## src/rtl/camrx_pkg.sv

```systemverilog
package camrx_pkg;
  localparam logic [7:0] OFS_CTRL = 8'h00;
  localparam logic [7:0] OFS_PHY  = 8'h04;
  localparam logic [7:0] OFS_CFG  = 8'h08;
  localparam logic [7:0] OFS_MASK = 8'h10;
  localparam logic [7:0] OFS_SRC  = 8'h14;
  localparam logic [7:0] OFS_SIZE = 8'h2C;

  localparam int B_SWAP   = 31;
  localparam int B_ALIGN  = 20;
  localparam int B_COMMIT = 16;
  localparam int B_WCLK   = 8;
  localparam int B_SWRST  = 4;
  localparam int B_EN     = 0;

  localparam int SETTLE_W = 5;
  localparam int LANEEN_W = 5;
  localparam int DTYPE_W  = 6;
  localparam int LANES_W  = 2;
  localparam int DIM_W    = 16;

  typedef struct packed {
    logic                align32;
    logic [SETTLE_W-1:0] settle;
    logic [LANES_W-1:0]  lanes;
    logic [DTYPE_W-1:0]  dtype;
    logic [DIM_W-1:0]    width;
    logic [DIM_W-1:0]    height;
  } stage_cfg_t;

  typedef struct packed {
    logic                swap;
    logic                wclk;
    logic                enable;
    logic [LANEEN_W-1:0] lane_en;
  } direct_ctl_t;
endpackage

```

## src/rtl/camrx_rst_sync.sv

```systemverilog
module camrx_rst_sync (
  input  logic clk,
  input  logic rst_n,
  output logic rst_ns
);
  logic [1:0] stage_q;

  always_ff @(posedge clk or negedge rst_n) begin
    if (!rst_n) stage_q <= 2'b00;
    else        stage_q <= {stage_q[0], 1'b1};
  end

  assign rst_ns = stage_q[1];
endmodule

```

## src/rtl/camrx_bus_decode.sv

```systemverilog
module camrx_bus_decode
  import camrx_pkg::*;
#(
  parameter int ADDR_W = 6
) (
  input  logic              clk,
  input  logic              rst_ns,
  input  logic              bus_sel,
  input  logic              bus_wr,
  input  logic [ADDR_W-1:0] bus_addr,
  input  stage_cfg_t        stg,
  input  direct_ctl_t       dir,
  input  logic [31:0]       mask_q,
  input  logic [31:0]       src_q,
  output logic              we_ctrl,
  output logic              we_phy,
  output logic              we_cfg,
  output logic              we_mask,
  output logic              we_src,
  output logic              we_size,
  output logic [31:0]       rdata
);
  logic [7:0]  a8;
  logic        hit_ctrl, hit_phy, hit_cfg, hit_mask, hit_src, hit_size, mapped;
  logic        rd_en;
  logic [31:0] rd_mux;
  logic [31:0] rdata_d;

  assign a8       = 8'(bus_addr);
  assign hit_ctrl = (a8[7:2] == OFS_CTRL[7:2]);
  assign hit_phy  = (a8[7:2] == OFS_PHY[7:2]);
  assign hit_cfg  = (a8[7:2] == OFS_CFG[7:2]);
  assign hit_mask = (a8[7:2] == OFS_MASK[7:2]);
  assign hit_src  = (a8[7:2] == OFS_SRC[7:2]);
  assign hit_size = (a8[7:2] == OFS_SIZE[7:2]);
  assign mapped   = hit_ctrl | hit_phy | hit_cfg | hit_mask | hit_src | hit_size;

  assign we_ctrl = bus_sel & bus_wr & hit_ctrl;
  assign we_phy  = bus_sel & bus_wr & hit_phy;
  assign we_cfg  = bus_sel & bus_wr & hit_cfg;
  assign we_mask = bus_sel & bus_wr & hit_mask;
  assign we_src  = bus_sel & bus_wr & hit_src;
  assign we_size = bus_sel & bus_wr & hit_size;
  assign rd_en   = bus_sel & ~bus_wr;

  // read mux; self-clearing bits are never stored so read as 0
  always_comb begin
    rd_mux = '0;
    if (hit_ctrl) begin
      rd_mux[B_SWAP]  = dir.swap;
      rd_mux[B_ALIGN] = stg.align32;
      rd_mux[B_WCLK]  = dir.wclk;
      rd_mux[B_EN]    = dir.enable;
    end else if (hit_phy) begin
      rd_mux[31:32-SETTLE_W] = stg.settle;
      rd_mux[LANEEN_W-1:0]   = dir.lane_en;
    end else if (hit_cfg) begin
      rd_mux[DTYPE_W+LANES_W-1:LANES_W] = stg.dtype;
      rd_mux[LANES_W-1:0]               = stg.lanes;
    end else if (hit_mask) begin
      rd_mux = mask_q;
    end else if (hit_src) begin
      rd_mux = src_q;
    end else if (hit_size) begin
      rd_mux = {stg.width, stg.height};
    end
  end

  always_comb begin
    rdata_d = rdata;
    if (rd_en) rdata_d = rd_mux;
  end

  always_ff @(posedge clk or negedge rst_ns) begin
    if (!rst_ns) rdata <= '0;
    else         rdata <= rdata_d;
  end

  // reading an unmapped offset yields zero data next cycle
  a_r11_unmapped_zero: assert property (@(posedge clk) disable iff (!rst_ns)
    (rd_en && !mapped) |=> (rdata == 32'h0));
endmodule

```

## src/rtl/camrx_cfg_shadow.sv

```systemverilog
module camrx_cfg_shadow
  import camrx_pkg::*;
(
  input  logic        clk,
  input  logic        rst_ns,
  input  logic        we_ctrl,
  input  logic        we_phy,
  input  logic        we_cfg,
  input  logic        we_size,
  input  logic [31:0] wdata,
  output stage_cfg_t  stg_q,
  output direct_ctl_t dir_q,
  output stage_cfg_t  act_q
);
  stage_cfg_t  stg_d, act_d;
  direct_ctl_t dir_d;
  logic        commit;

  assign commit = we_ctrl & wdata[B_COMMIT];

  always_comb begin
    stg_d = stg_q;
    dir_d = dir_q;
    if (we_ctrl) begin
      stg_d.align32 = wdata[B_ALIGN];
      dir_d.swap    = wdata[B_SWAP];
      dir_d.wclk    = wdata[B_WCLK];
      dir_d.enable  = wdata[B_EN];
    end
    if (we_phy) begin
      stg_d.settle  = wdata[31:32-SETTLE_W];
      dir_d.lane_en = wdata[LANEEN_W-1:0];
    end
    if (we_cfg) begin
      stg_d.dtype = wdata[DTYPE_W+LANES_W-1:LANES_W];
      stg_d.lanes = wdata[LANES_W-1:0];
    end
    if (we_size) begin
      stg_d.width  = wdata[31:16];
      stg_d.height = wdata[15:0];
    end
  end

  // commit takes the staging values including the same write
  always_comb begin
    act_d = act_q;
    if (commit) act_d = stg_d;
  end

  always_ff @(posedge clk or negedge rst_ns) begin
    if (!rst_ns) begin
      stg_q <= '0;
      dir_q <= '0;
      act_q <= '0;
    end else begin
      stg_q <= stg_d;
      dir_q <= dir_d;
      act_q <= act_d;
    end
  end

  // active copy only moves on a commit
  a_r4_active_hold: assert property (@(posedge clk) disable iff (!rst_ns)
    !commit |=> $stable(act_q));
  // after a commit active equals staging
  a_r5_commit_match: assert property (@(posedge clk) disable iff (!rst_ns)
    commit |=> (act_q == stg_q));
endmodule

```

## src/rtl/camrx_irq_ctl.sv

```systemverilog
module camrx_irq_ctl #(
  parameter logic [31:0] IMPL = 32'hF000_003F
) (
  input  logic        clk,
  input  logic        rst_ns,
  input  logic        we_mask,
  input  logic        we_src,
  input  logic        sw_rst,
  input  logic [31:0] wdata,
  input  logic [31:0] evt_in,
  output logic [31:0] mask_q,
  output logic [31:0] src_q,
  output logic        irq_o
);
  logic [31:0] clr_vec;
  logic [31:0] src_d, mask_d;
  logic        irq_d;

  always_comb begin
    clr_vec = '0;
    if (we_src) clr_vec = wdata;
    if (sw_rst) clr_vec = '1;
  end

  for (genvar i = 0; i < 32; i++) begin : g_bit
    if (IMPL[i]) begin : g_impl
      // event has priority over a clear in the same cycle
      assign src_d[i]  = evt_in[i] | (src_q[i] & ~clr_vec[i]);
      assign mask_d[i] = we_mask ? wdata[i] : mask_q[i];
    end else begin : g_none
      assign src_d[i]  = 1'b0;
      assign mask_d[i] = 1'b0;
    end
  end

  assign irq_d = |(src_q & mask_q);

  always_ff @(posedge clk or negedge rst_ns) begin
    if (!rst_ns) begin
      src_q  <= '0;
      mask_q <= '0;
      irq_o  <= 1'b0;
    end else begin
      src_q  <= src_d;
      mask_q <= mask_d;
      irq_o  <= irq_d;
    end
  end

  // pending bits stay put without events, clears or reset
  a_r7_sticky: assert property (@(posedge clk) disable iff (!rst_ns)
    (evt_in == 32'h0 && !we_src && !sw_rst) |=> $stable(src_q));
  // an event leaves its bit set whatever write accompanies it
  a_r9_event_wins: assert property (@(posedge clk) disable iff (!rst_ns)
    ((evt_in & IMPL) != 32'h0) |=> ((src_q & $past(evt_in & IMPL)) == $past(evt_in & IMPL)));
  // no enabled pending bit means no interrupt next cycle
  a_r10_irq_quiet: assert property (@(posedge clk) disable iff (!rst_ns)
    ((src_q & mask_q) == 32'h0) |=> !irq_o);
  // mask never holds unimplemented bits
  a_r12_mask_impl: assert property (@(posedge clk) disable iff (!rst_ns)
    we_mask |=> ((mask_q & ~IMPL) == 32'h0));
endmodule

```

## src/rtl/camrx_rst_pulse.sv

```systemverilog
module camrx_rst_pulse #(
  parameter int RST_LEN = 16
) (
  input  logic clk,
  input  logic rst_ns,
  input  logic sw_rst,
  output logic dp_rst_o
);
  localparam int CW = $clog2(RST_LEN + 1);

  logic [CW-1:0] cnt_q, cnt_d;

  always_comb begin
    cnt_d = cnt_q;
    if (sw_rst)              cnt_d = CW'(RST_LEN);
    else if (cnt_q != '0)    cnt_d = cnt_q - 1'b1;
  end

  always_ff @(posedge clk or negedge rst_ns) begin
    if (!rst_ns) cnt_q <= '0;
    else         cnt_q <= cnt_d;
  end

  assign dp_rst_o = (cnt_q != '0);

  // request starts the pulse on the next cycle
  a_r6_pulse_start: assert property (@(posedge clk) disable iff (!rst_ns)
    sw_rst |=> dp_rst_o);
  // no pulse appears without a request
  a_r6_no_spurious: assert property (@(posedge clk) disable iff (!rst_ns)
    (!sw_rst && !dp_rst_o) |=> !dp_rst_o);
endmodule

```

## src/rtl/camrx_regbank.sv

```systemverilog
module camrx_regbank
  import camrx_pkg::*;
#(
  parameter int          ADDR_W  = 6,
  parameter int          RST_LEN = 16,
  parameter logic [31:0] IRQ_IMPL = 32'hF000_003F
) (
  input  logic              clk,
  input  logic              rst_n,
  input  logic              bus_sel,
  input  logic              bus_wr,
  input  logic [ADDR_W-1:0] bus_addr,
  input  logic [31:0]       bus_wdata,
  output logic [31:0]       bus_rdata,
  input  logic [31:0]       evt_in,
  output logic              irq_o,
  output logic              dp_rst_o,
  output logic              rx_enable_o,
  output logic              pair_swap_o,
  output logic              ext_wclk_o,
  output logic [4:0]        lane_en_o,
  output logic [1:0]        act_lanes_o,
  output logic [5:0]        act_dtype_o,
  output logic [4:0]        act_settle_o,
  output logic              act_align32_o,
  output logic [15:0]       act_width_o,
  output logic [15:0]       act_height_o
);
  logic        rst_ns;
  logic        we_ctrl, we_phy, we_cfg, we_mask, we_src, we_size;
  logic        sw_rst;
  stage_cfg_t  stg_q, act_q;
  direct_ctl_t dir_q;
  logic [31:0] mask_q, src_q;

  camrx_rst_sync u_rsync (
    .clk   (clk),
    .rst_n (rst_n),
    .rst_ns(rst_ns)
  );

  camrx_bus_decode #(.ADDR_W(ADDR_W)) u_dec (
    .clk     (clk),
    .rst_ns  (rst_ns),
    .bus_sel (bus_sel),
    .bus_wr  (bus_wr),
    .bus_addr(bus_addr),
    .stg     (stg_q),
    .dir     (dir_q),
    .mask_q  (mask_q),
    .src_q   (src_q),
    .we_ctrl (we_ctrl),
    .we_phy  (we_phy),
    .we_cfg  (we_cfg),
    .we_mask (we_mask),
    .we_src  (we_src),
    .we_size (we_size),
    .rdata   (bus_rdata)
  );

  assign sw_rst = we_ctrl & bus_wdata[B_SWRST];

  camrx_cfg_shadow u_shd (
    .clk    (clk),
    .rst_ns (rst_ns),
    .we_ctrl(we_ctrl),
    .we_phy (we_phy),
    .we_cfg (we_cfg),
    .we_size(we_size),
    .wdata  (bus_wdata),
    .stg_q  (stg_q),
    .dir_q  (dir_q),
    .act_q  (act_q)
  );

  camrx_irq_ctl #(.IMPL(IRQ_IMPL)) u_irq (
    .clk    (clk),
    .rst_ns (rst_ns),
    .we_mask(we_mask),
    .we_src (we_src),
    .sw_rst (sw_rst),
    .wdata  (bus_wdata),
    .evt_in (evt_in),
    .mask_q (mask_q),
    .src_q  (src_q),
    .irq_o  (irq_o)
  );

  camrx_rst_pulse #(.RST_LEN(RST_LEN)) u_rpl (
    .clk     (clk),
    .rst_ns  (rst_ns),
    .sw_rst  (sw_rst),
    .dp_rst_o(dp_rst_o)
  );

  assign rx_enable_o   = dir_q.enable;
  assign pair_swap_o   = dir_q.swap;
  assign ext_wclk_o    = dir_q.wclk;
  assign lane_en_o     = dir_q.lane_en;
  assign act_lanes_o   = act_q.lanes;
  assign act_dtype_o   = act_q.dtype;
  assign act_settle_o  = act_q.settle;
  assign act_align32_o = act_q.align32;
  assign act_width_o   = act_q.width;
  assign act_height_o  = act_q.height;

  // direct controls follow a control write on the same edge
  a_r3_direct_ctl: assert property (@(posedge clk) disable iff (!rst_ns)
    we_ctrl |=> (rx_enable_o == $past(bus_wdata[B_EN]) && pair_swap_o == $past(bus_wdata[B_SWAP])));
  // the staged settings survive a software reset request
  a_r6_keep_stage: assert property (@(posedge clk) disable iff (!rst_ns)
    (sw_rst && !we_phy && !we_cfg && !we_size) |=> (stg_q.dtype == $past(stg_q.dtype)));
endmodule

```

## config.mk

```make
export PLATFORM = sky130hd
export DESIGN_NAME = camrx_regbank
export DESIGN_NICKNAME = d
export VERILOG_FILES = /design/src/rtl/camrx_pkg.sv /design/src/rtl/camrx_rst_sync.sv /design/src/rtl/camrx_bus_decode.sv /design/src/rtl/camrx_cfg_shadow.sv /design/src/rtl/camrx_irq_ctl.sv /design/src/rtl/camrx_rst_pulse.sv /design/src/rtl/camrx_regbank.sv
export SDC_FILE = /design/constraint.sdc
export NUM_CORES = 1
export LEC_CHECK = 0
export ABC_CLOCK_PERIOD_IN_PS = 11200
export BUFFER_PORTS_ARGS = -buffer_cell sky130_fd_sc_hd__buf_4
export CAP_MARGIN = 20
export CORE_MARGIN = 1
export CORE_UTILIZATION = 58
export CTS_CLUSTER_DIAMETER = 100
export DETAILED_ROUTE_END_ITERATION = 10
export PLACE_DENSITY = 0.83
export SLEW_MARGIN = 20
export SYNTH_ARGS = -nofsm -noshare
export SYNTH_HDL_FRONTEND = slang
export SYNTH_SLANG_ARGS = --single-unit
```

## constraint.sdc

```tcl
create_clock -name clk -period 11.2 [get_ports clk]
set_input_delay 1.68 -clock clk [delete_from_list [all_inputs] [get_ports clk]]
set_output_delay 1.68 -clock clk [all_outputs]
set_load 0.02 [all_outputs]
```

==> results.json, run 1 <==
{
  "yosysWarningCount": 0,
  "die_h_um": 110.3,
  "wl_um": 16290,
  "cp_slowest_cell": "nor2_1",
  "synthToLayoutAreaGrowth_pct": 23.81,
  "yosysTopAreaCell": "dfrtp_1",
  "fmax_mhz": 291.8,
  "grt_pass1_wl_um": 25450,
  "cp_data_arrival_time_ns": 3.74,
  "synth_edf_count": 0,
  "hp-start": "u_rsync.stage_q[0]",
  "end_kind": "flip-flop",
  "syn_nets": 612,
  "period_minus_slack_ns": 3.427,
  "setup_tns_ns": 0,
  "rsz0062_at_grt": "false",
  "clkTransAtPathRegs_ns": 0.06,
  "ys_ff_latch": 160,
  "cts_max_level": 4,
  "start_util": 0.5954,
  "ctsHoldBuffers": 0,
  "crit_fanout": 21,
  "antenna_found_initial": 0,
  "drv_cap": 0,
  "final_hold_viol_count": 0,
  "drc": 0,
  "firstDrtPassIters": 5,
  "clk_latency_ns": 0.43,
  "io_pins": 162,
  "p_total_mw": 1.481,
  "vdd_drop_max_uv": 111.7,
  "ys.flop_type": "dfrtp_1",
  "async_flop_share": 1.000,
  "relSlewSlack": 0.3446,
  "grt.overflow.total": 0,
  "drv_slew": 0,
  "numCtsBuffers": 17,
  "p_per_area_nw_per_um2": 176.0,
  "status": "completed",
  "syn_area_per_cell_sq_um": 12.66,
  "ys_types": 49,
  "synth.top_cells.by_area": "dfrtp_1, mux2_2, mux2_4",
  "start_kind": "input port",
  "fp.coreArea_sq_um": 11420,
  "p_leak_nw": 4.195,
  "grt_usage": 0.2867,
  "diodes": 0,
  "max_stage_delay_ns": 0.70,
  "cts_resized": 0,
  "via_per_inst": 5.864,
  "wl_per_cell_um": 19.81,
  "hold_class": "reg -> reg",
  "worst_pin_slew_ns": 0.9831,
  "startpoint": "bus_addr[5]",
  "seq_area_frac_synth": 0.5889,
  "root_buffer": "clkbuf_16",
  "setup_viol": 0,
  "cts.sinks": 160,
  "syn-cell-area_sq_um": 6799,
  "synth_top_area_frac": 0.5889,
  "cts_tree": "yes",
  "hpwl_um": 10910,
  "worstSetupPathType": "in -> reg",
  "crit_chain": "buf_4 > nor2_1 > and3_1 > nand2_1 > a31o_2",
  "r2r-start": "u_rsync.stage_q[1]",
  "io_buffers": 137,
  "drive_above_1_share": 0.4374,
  "cts_setup_buffers": 0,
  "die_w_um": 110.3,
  "worst_ep_required_time_ns": 11.51,
  "grt_max_degree": 96,
  "die-area_sq_um": 12160,
  "gp_congestion": 0.8549,
  "dr_total_vias": 4820,
  "clock_skew_ns": 0.009904,
  "finish.net_count": 741,
  "grt_pass1_vias": 4866,
  "row_count": 39,
  "fillers": 755,
  "syn_inst": 537,
  "clockBufferDepth": 2,
  "fin_crit_sh": 0.3060,
  "drt.antenna.violating_nets": 0,
  "drt_iter0_drc": 377
}
[routing by layer]
| layer | vias to the layer above | routed length [um] | global-route usage |
|---|---|---|---|
| met1 | 2440 | 6523 | 0.3760 |
| met5 | - | 0 | 0 |
| met3 | 25 | 1193 | 0.07525 |
| met2 | 191 | 8309 | 0.4601 |
| li1 | 2164 | - | - |
| met4 | 0 | 258 | 0.1071 |
[worst paths after layout]
path                                       to  slack [ns]  depth (start not counted)
setup / recovery               u_irq.src_q[1]        7.77                          5
hold / removal             u_rsync.stage_q[1]        0.35                          0
setup reg to reg               u_shd.act_q[9]        9.39                          2
hold reg to reg            u_rsync.stage_q[1]        0.35                          0
max in group asynchronous      u_shd.act_q[9]        9.39                          2
min in group asynchronous     u_irq.src_q[30]        0.50                          1
[through the flow]
step	area, sq um	hold WS, ns	cells	setup slack, ns	utilization
final	8418	0.3533	822	7.773	0.7372
after global routing	8418	0.3652	822	7.668	0.7372
after CTS	8414	0.3556	822	7.804	0.7369
after detailed placement	7888	0.3434	790	7.361	0.6908
after global placement	7883	0.3393	790	7.439	0.6903
after floorplan	6799	0.3312	537	6.412	-
[critical path: cells and delay by family]
family	cells	cell delay [ns]
simple gates	3	1.54
compound gates	1	0.33
buf+inv	1	0.19
[synthesized netlist by cell type (all sizes together) (6+ instances only)]
master  count
dfrtp     160
mux2      106
nand2      73
nand3      31
nor2       19
o21ai      18
clkbuf     17
buf        15
a21oi      13
a31o        9
mux2i       9
nand2b      6
[kinds of logic after synthesis]
kind of cell | after synthesis | synth area share
flip-flops | 160 | 0.5889
XOR/XNOR | 1 | 0.001288
adder cells (fa/ha/maj) | 1 | 0.001840
AND/OR/NAND/NOR | 157 | 0.1108
multiplexers | 115 | 0.2048
other | 1 | 0.0005516
buffers and inverters | 36 | 0.02723
AO/OA/AOI/OAI | 66 | 0.06460
[registers in the layout (all words and copies together) (netlist names)]
| signal | count |
|---|---|
| u_shd.act_q | 46 |
| u_shd.stg_q | 46 |
| u_rpl.cnt_q | 5 |
| u_shd.dir_q | 8 |
| u_irq.irq_o | 1 |
| u_rsync.stage_q | 2 |
| u_irq.mask_q | 10 |
| u_irq.src_q | 10 |
| u_dec.rdata | 32 |
[where the power goes]
group          total, mW  switching, mW  internal [mW]  leakage [nW]
clock network      0.519          0.226          0.293         0.260
registers          0.703         0.0492          0.653          2.07
logic              0.259          0.132          0.128          1.86
[cell type report]
type	instances	area, sq um	area share
Sequential cell	160	4008	0.4761
Timing Repair Buffer	142	1070	0.1271
Tap cell	143	178.9	0.02125
Inverter	4	15.01	0.001784
Clock inverter	10	62.56	0.007432
Clock buffer	22	464.2	0.05514
Multi-Input combinational cell	341	2620	0.3112
[placed cells by master (no fill, tap or decap), types with 2 or more instances in the layout]
cell	n
nor2_1	19
nor3_1	4
inv_1	4
mux2_2	77
nor2b_1	3
a31o_2	9
nand2b_1	5
nand2_1	72
and3_1	2
clkinv_2	6
o31ai_1	2
clkbuf_8	2
o21ai_0	18
a22oi_1	5
a211oi_1	2
nand3_1	30
dfrtp_1	159
and2_1	3
clkbuf_16	17
buf_4	141
a221oi_1	4
nand4_1	3
clkinvlp_4	2
a22o_1	2
a32oi_1	3
a21oi_1	13
or3b_2	2
o41ai_1	2
mux2i_1	9
a31oi_1	3
mux2_4	29
clkbuf_1	3
Note: power is estimated with default switching activity, not from simulation.
==> run 2, diff against run 1 <==
--- a/config.mk
+++ b/config.mk
@@ -5,14 +5,14 @@
 export SDC_FILE = /design/constraint.sdc
 export NUM_CORES = 1
 export LEC_CHECK = 0
-export ABC_CLOCK_PERIOD_IN_PS = 11200
+export ABC_CLOCK_PERIOD_IN_PS = 2900
 export BUFFER_PORTS_ARGS = -buffer_cell sky130_fd_sc_hd__buf_4
 export CAP_MARGIN = 20
 export CORE_MARGIN = 1
-export CORE_UTILIZATION = 58
+export CORE_UTILIZATION = 48
 export CTS_CLUSTER_DIAMETER = 100
 export DETAILED_ROUTE_END_ITERATION = 10
-export PLACE_DENSITY = 0.83
+export PLACE_DENSITY = 0.74
 export SLEW_MARGIN = 20
 export SYNTH_ARGS = -nofsm -noshare
 export SYNTH_HDL_FRONTEND = slang
==> constraint.sdc (replaced) <==
create_clock -name clk -period 2.9 [get_ports clk]
set_input_delay 0.435 -clock clk [delete_from_list [all_inputs] [get_ports clk]]
set_output_delay 0.435 -clock clk [all_outputs]
set_load 0.02 [all_outputs]
==> run 2 against run 1 <==
Critical path type is now reg -> out; first-iteration DRC count is 24% lower; final cell count is 5.1% higher; die area is 20% higher.
==> results.json, run 2 (synthesis gave the netlist of run 1 again) <==
{
  "rrSetupSlack_ns": 1.53,
  "combPwrFrac": 0.163,
  "cts_resized": 0,
  "fmax_mhz": 482.2,
  "cts_max_level": 4,
  "setup_tns_ns": 0,
  "seqPwrFrac": 0.449,
  "relSlewSlack": 0.3319,
  "antenna_found_initial": 0,
  "grt_max_degree": 70,
  "worstReg2RegEnd": "u_rpl.cnt_q[1]",
  "fin_crit_sh": 0.7151,
  "p_int_mw": 4.528,
  "gp_congestion": 0.8319,
  "status": "completed",
  "whs_ns": 0.2009,
  "hp-start": "evt_in[4]",
  "p_sw_frac": 0.2543,
  "hpwl_um": 11210,
  "critPathTopFamily": "flip-flops",
  "p_per_area_nw_per_um2": 703.6,
  "fillers": 1053,
  "synthToLayoutAreaGrowth_pct": 26.94,
  "r2r-start": "u_rpl.cnt_q[0]",
  "ctsHoldBuffers": 1,
  "p_leak_nw": 4.274,
  "end_kind": "output port",
  "via_per_inst": 5.498,
  "drv_slew": 0,
  "firstDrtPassIters": 5,
  "die_w_um": 121.0,
  "reg.largest.list": "u_shd.act_q x46, u_shd.stg_q x46, u_dec.rdata x32",
  "hold_end": "u_irq.src_q[4]",
  "grt_pass1_vias": 4875,
  "worst_ep_required_time_ns": 2.47,
  "clock_power_share": 0.389,
  "grt_pass1_wl_um": 25900,
  "rsz0062_at_grt": "false",
  "layout.cells.most_common": "dfrtp_1",
  "cp_slowest_cell": "dfrtp_1",
  "cts_setup_buffers": 0,
  "root_buffer": "clkbuf_16",
  "cp_num_buf_inv": 2,
  "final_hold_viol_count": 0,
  "power_switching_mw": 1.544,
  "clockBufferDepth": 2,
  "start_util": 0.4917,
  "layout_common_cells": "dfrtp_1, buf_4, mux2_2",
  "clock_skew_ns": 0.006532,
  "max_stage_delay_ns": 0.40,
  "grt_usage": 0.2348,
  "die-area_sq_um": 14640,
  "p_total_mw": 6.072,
  "drc": 0,
  "crit_fanout": 5,
  "finish.net_count": 747,
  "vdd_drop_max_uv": 430.8,
  "whs_path_depth": 2,
  "wl_per_cell_um": 18.67,
  "cts.sinks": 160,
  "io_pins": 162,
  "start_kind": "flip-flop",
  "clkTransAtPathRegs_ns": 0.05,
  "setup_viol": 0,
  "clk_latency_ns": 0.42,
  "row_count": 43,
  "hold_class": "in -> reg",
  "worst_r2r_path_depth": 5,
  "placed_cells": 832,
  "drv_cap": 0,
  "worst_pin_slew_ns": 1.002,
  "drt.antenna.violating_nets": 0,
  "cp_data_arrival_time_ns": 1.64,
  "drt_iter0_drc": 288,
  "wl_um": 16130,
  "period_minus_slack_ns": 2.074,
  "dr_total_vias": 4750,
  "final_cell_count_no_fill": 864,
  "fin_util": 0.6242,
  "crit_cells": 5,
  "numCtsBuffers": 17,
  "io_buffers": 137,
  "worstSetupPathType": "reg -> out",
  "die_h_um": 121.0,
  "diodes": 0,
  "fp.coreArea_sq_um": 13830,
  "cts_tree": "yes",
  "drive_above_1_share": 0.4415,
  "grt.overflow.total": 0,
  "crit_chain": "inv_1 > ha_1 > nor2b_1 > nand2_1 > buf_4"
}
-- run 2: changes by cell type in the layout (fill, tap and decap cells not counted) --
cell and change:
nor2b_4 -1, bufinv_16 +4, nor2b_2 +1, buf_6 -1, clkinvlp_4 -1, clkinv_2 -4, buf_4 +4, buf_12 +2
clkbuf_8 +1, dlygate4sd3_1 +1, clkbuf_1 -1
-- run 2: layout make-up --
class                           instances  area (sq um)  area share
Clock buffer                           22         474.2     0.05494
Clock inverter                          9         155.1     0.01798
Inverter                                4         15.01    0.001740
Multi-Input combinational cell        341          2615      0.3030
Sequential cell                       160          4008      0.4643
Tap cell                              180         225.2     0.02609
Timing Repair Buffer                  148          1139      0.1319
-- run 2: per-stage QoR --
stage               instance area (sq um)  setup slack (ns)
floorplan                            6800            0.2512
global placement                     7991            0.5309
detailed placement                   7991            0.5029
CTS                                  8631            0.8039
global route                         8631            0.6911
finish                               8631            0.8263
-- run 2: power by group through the flow --
stage	clock [mW]	combinational, mW	sequential (mW)
floorplan	0	0.496	2.84
global placement	0	0.954	2.74
finish	2.36	0.988	2.72
global route	2.50	1.08	2.76
detailed placement	0	0.992	2.76
CTS	2.40	0.998	2.72
-- run 2: worst max path at each step --
stage,start,end
2_1_floorplan,u_rsync.stage_q[1],u_dec.rdata[0]
5_1_grt,u_rpl.cnt_q[0],dp_rst_o
6_report,u_rpl.cnt_q[0],dp_rst_o
3_3_place_gp,bus_addr[3],u_shd.act_q[44]
4_1_cts,u_rpl.cnt_q[0],dp_rst_o
3_5_place_dp,bus_addr[3],u_shd.act_q[44]
-- run 2: per-layer routing --
| layer | up-vias | track usage | share of wire |
|---|---|---|---|
| met5 | - | 0 | 0 |
| met4 | 0 | 0.09182 | 0.022 |
| met3 | 25 | 0.07284 | 0.071 |
| met2 | 169 | 0.3736 | 0.49 |
| met1 | 2389 | 0.2993 | 0.42 |
| li1 | 2167 | - | - |
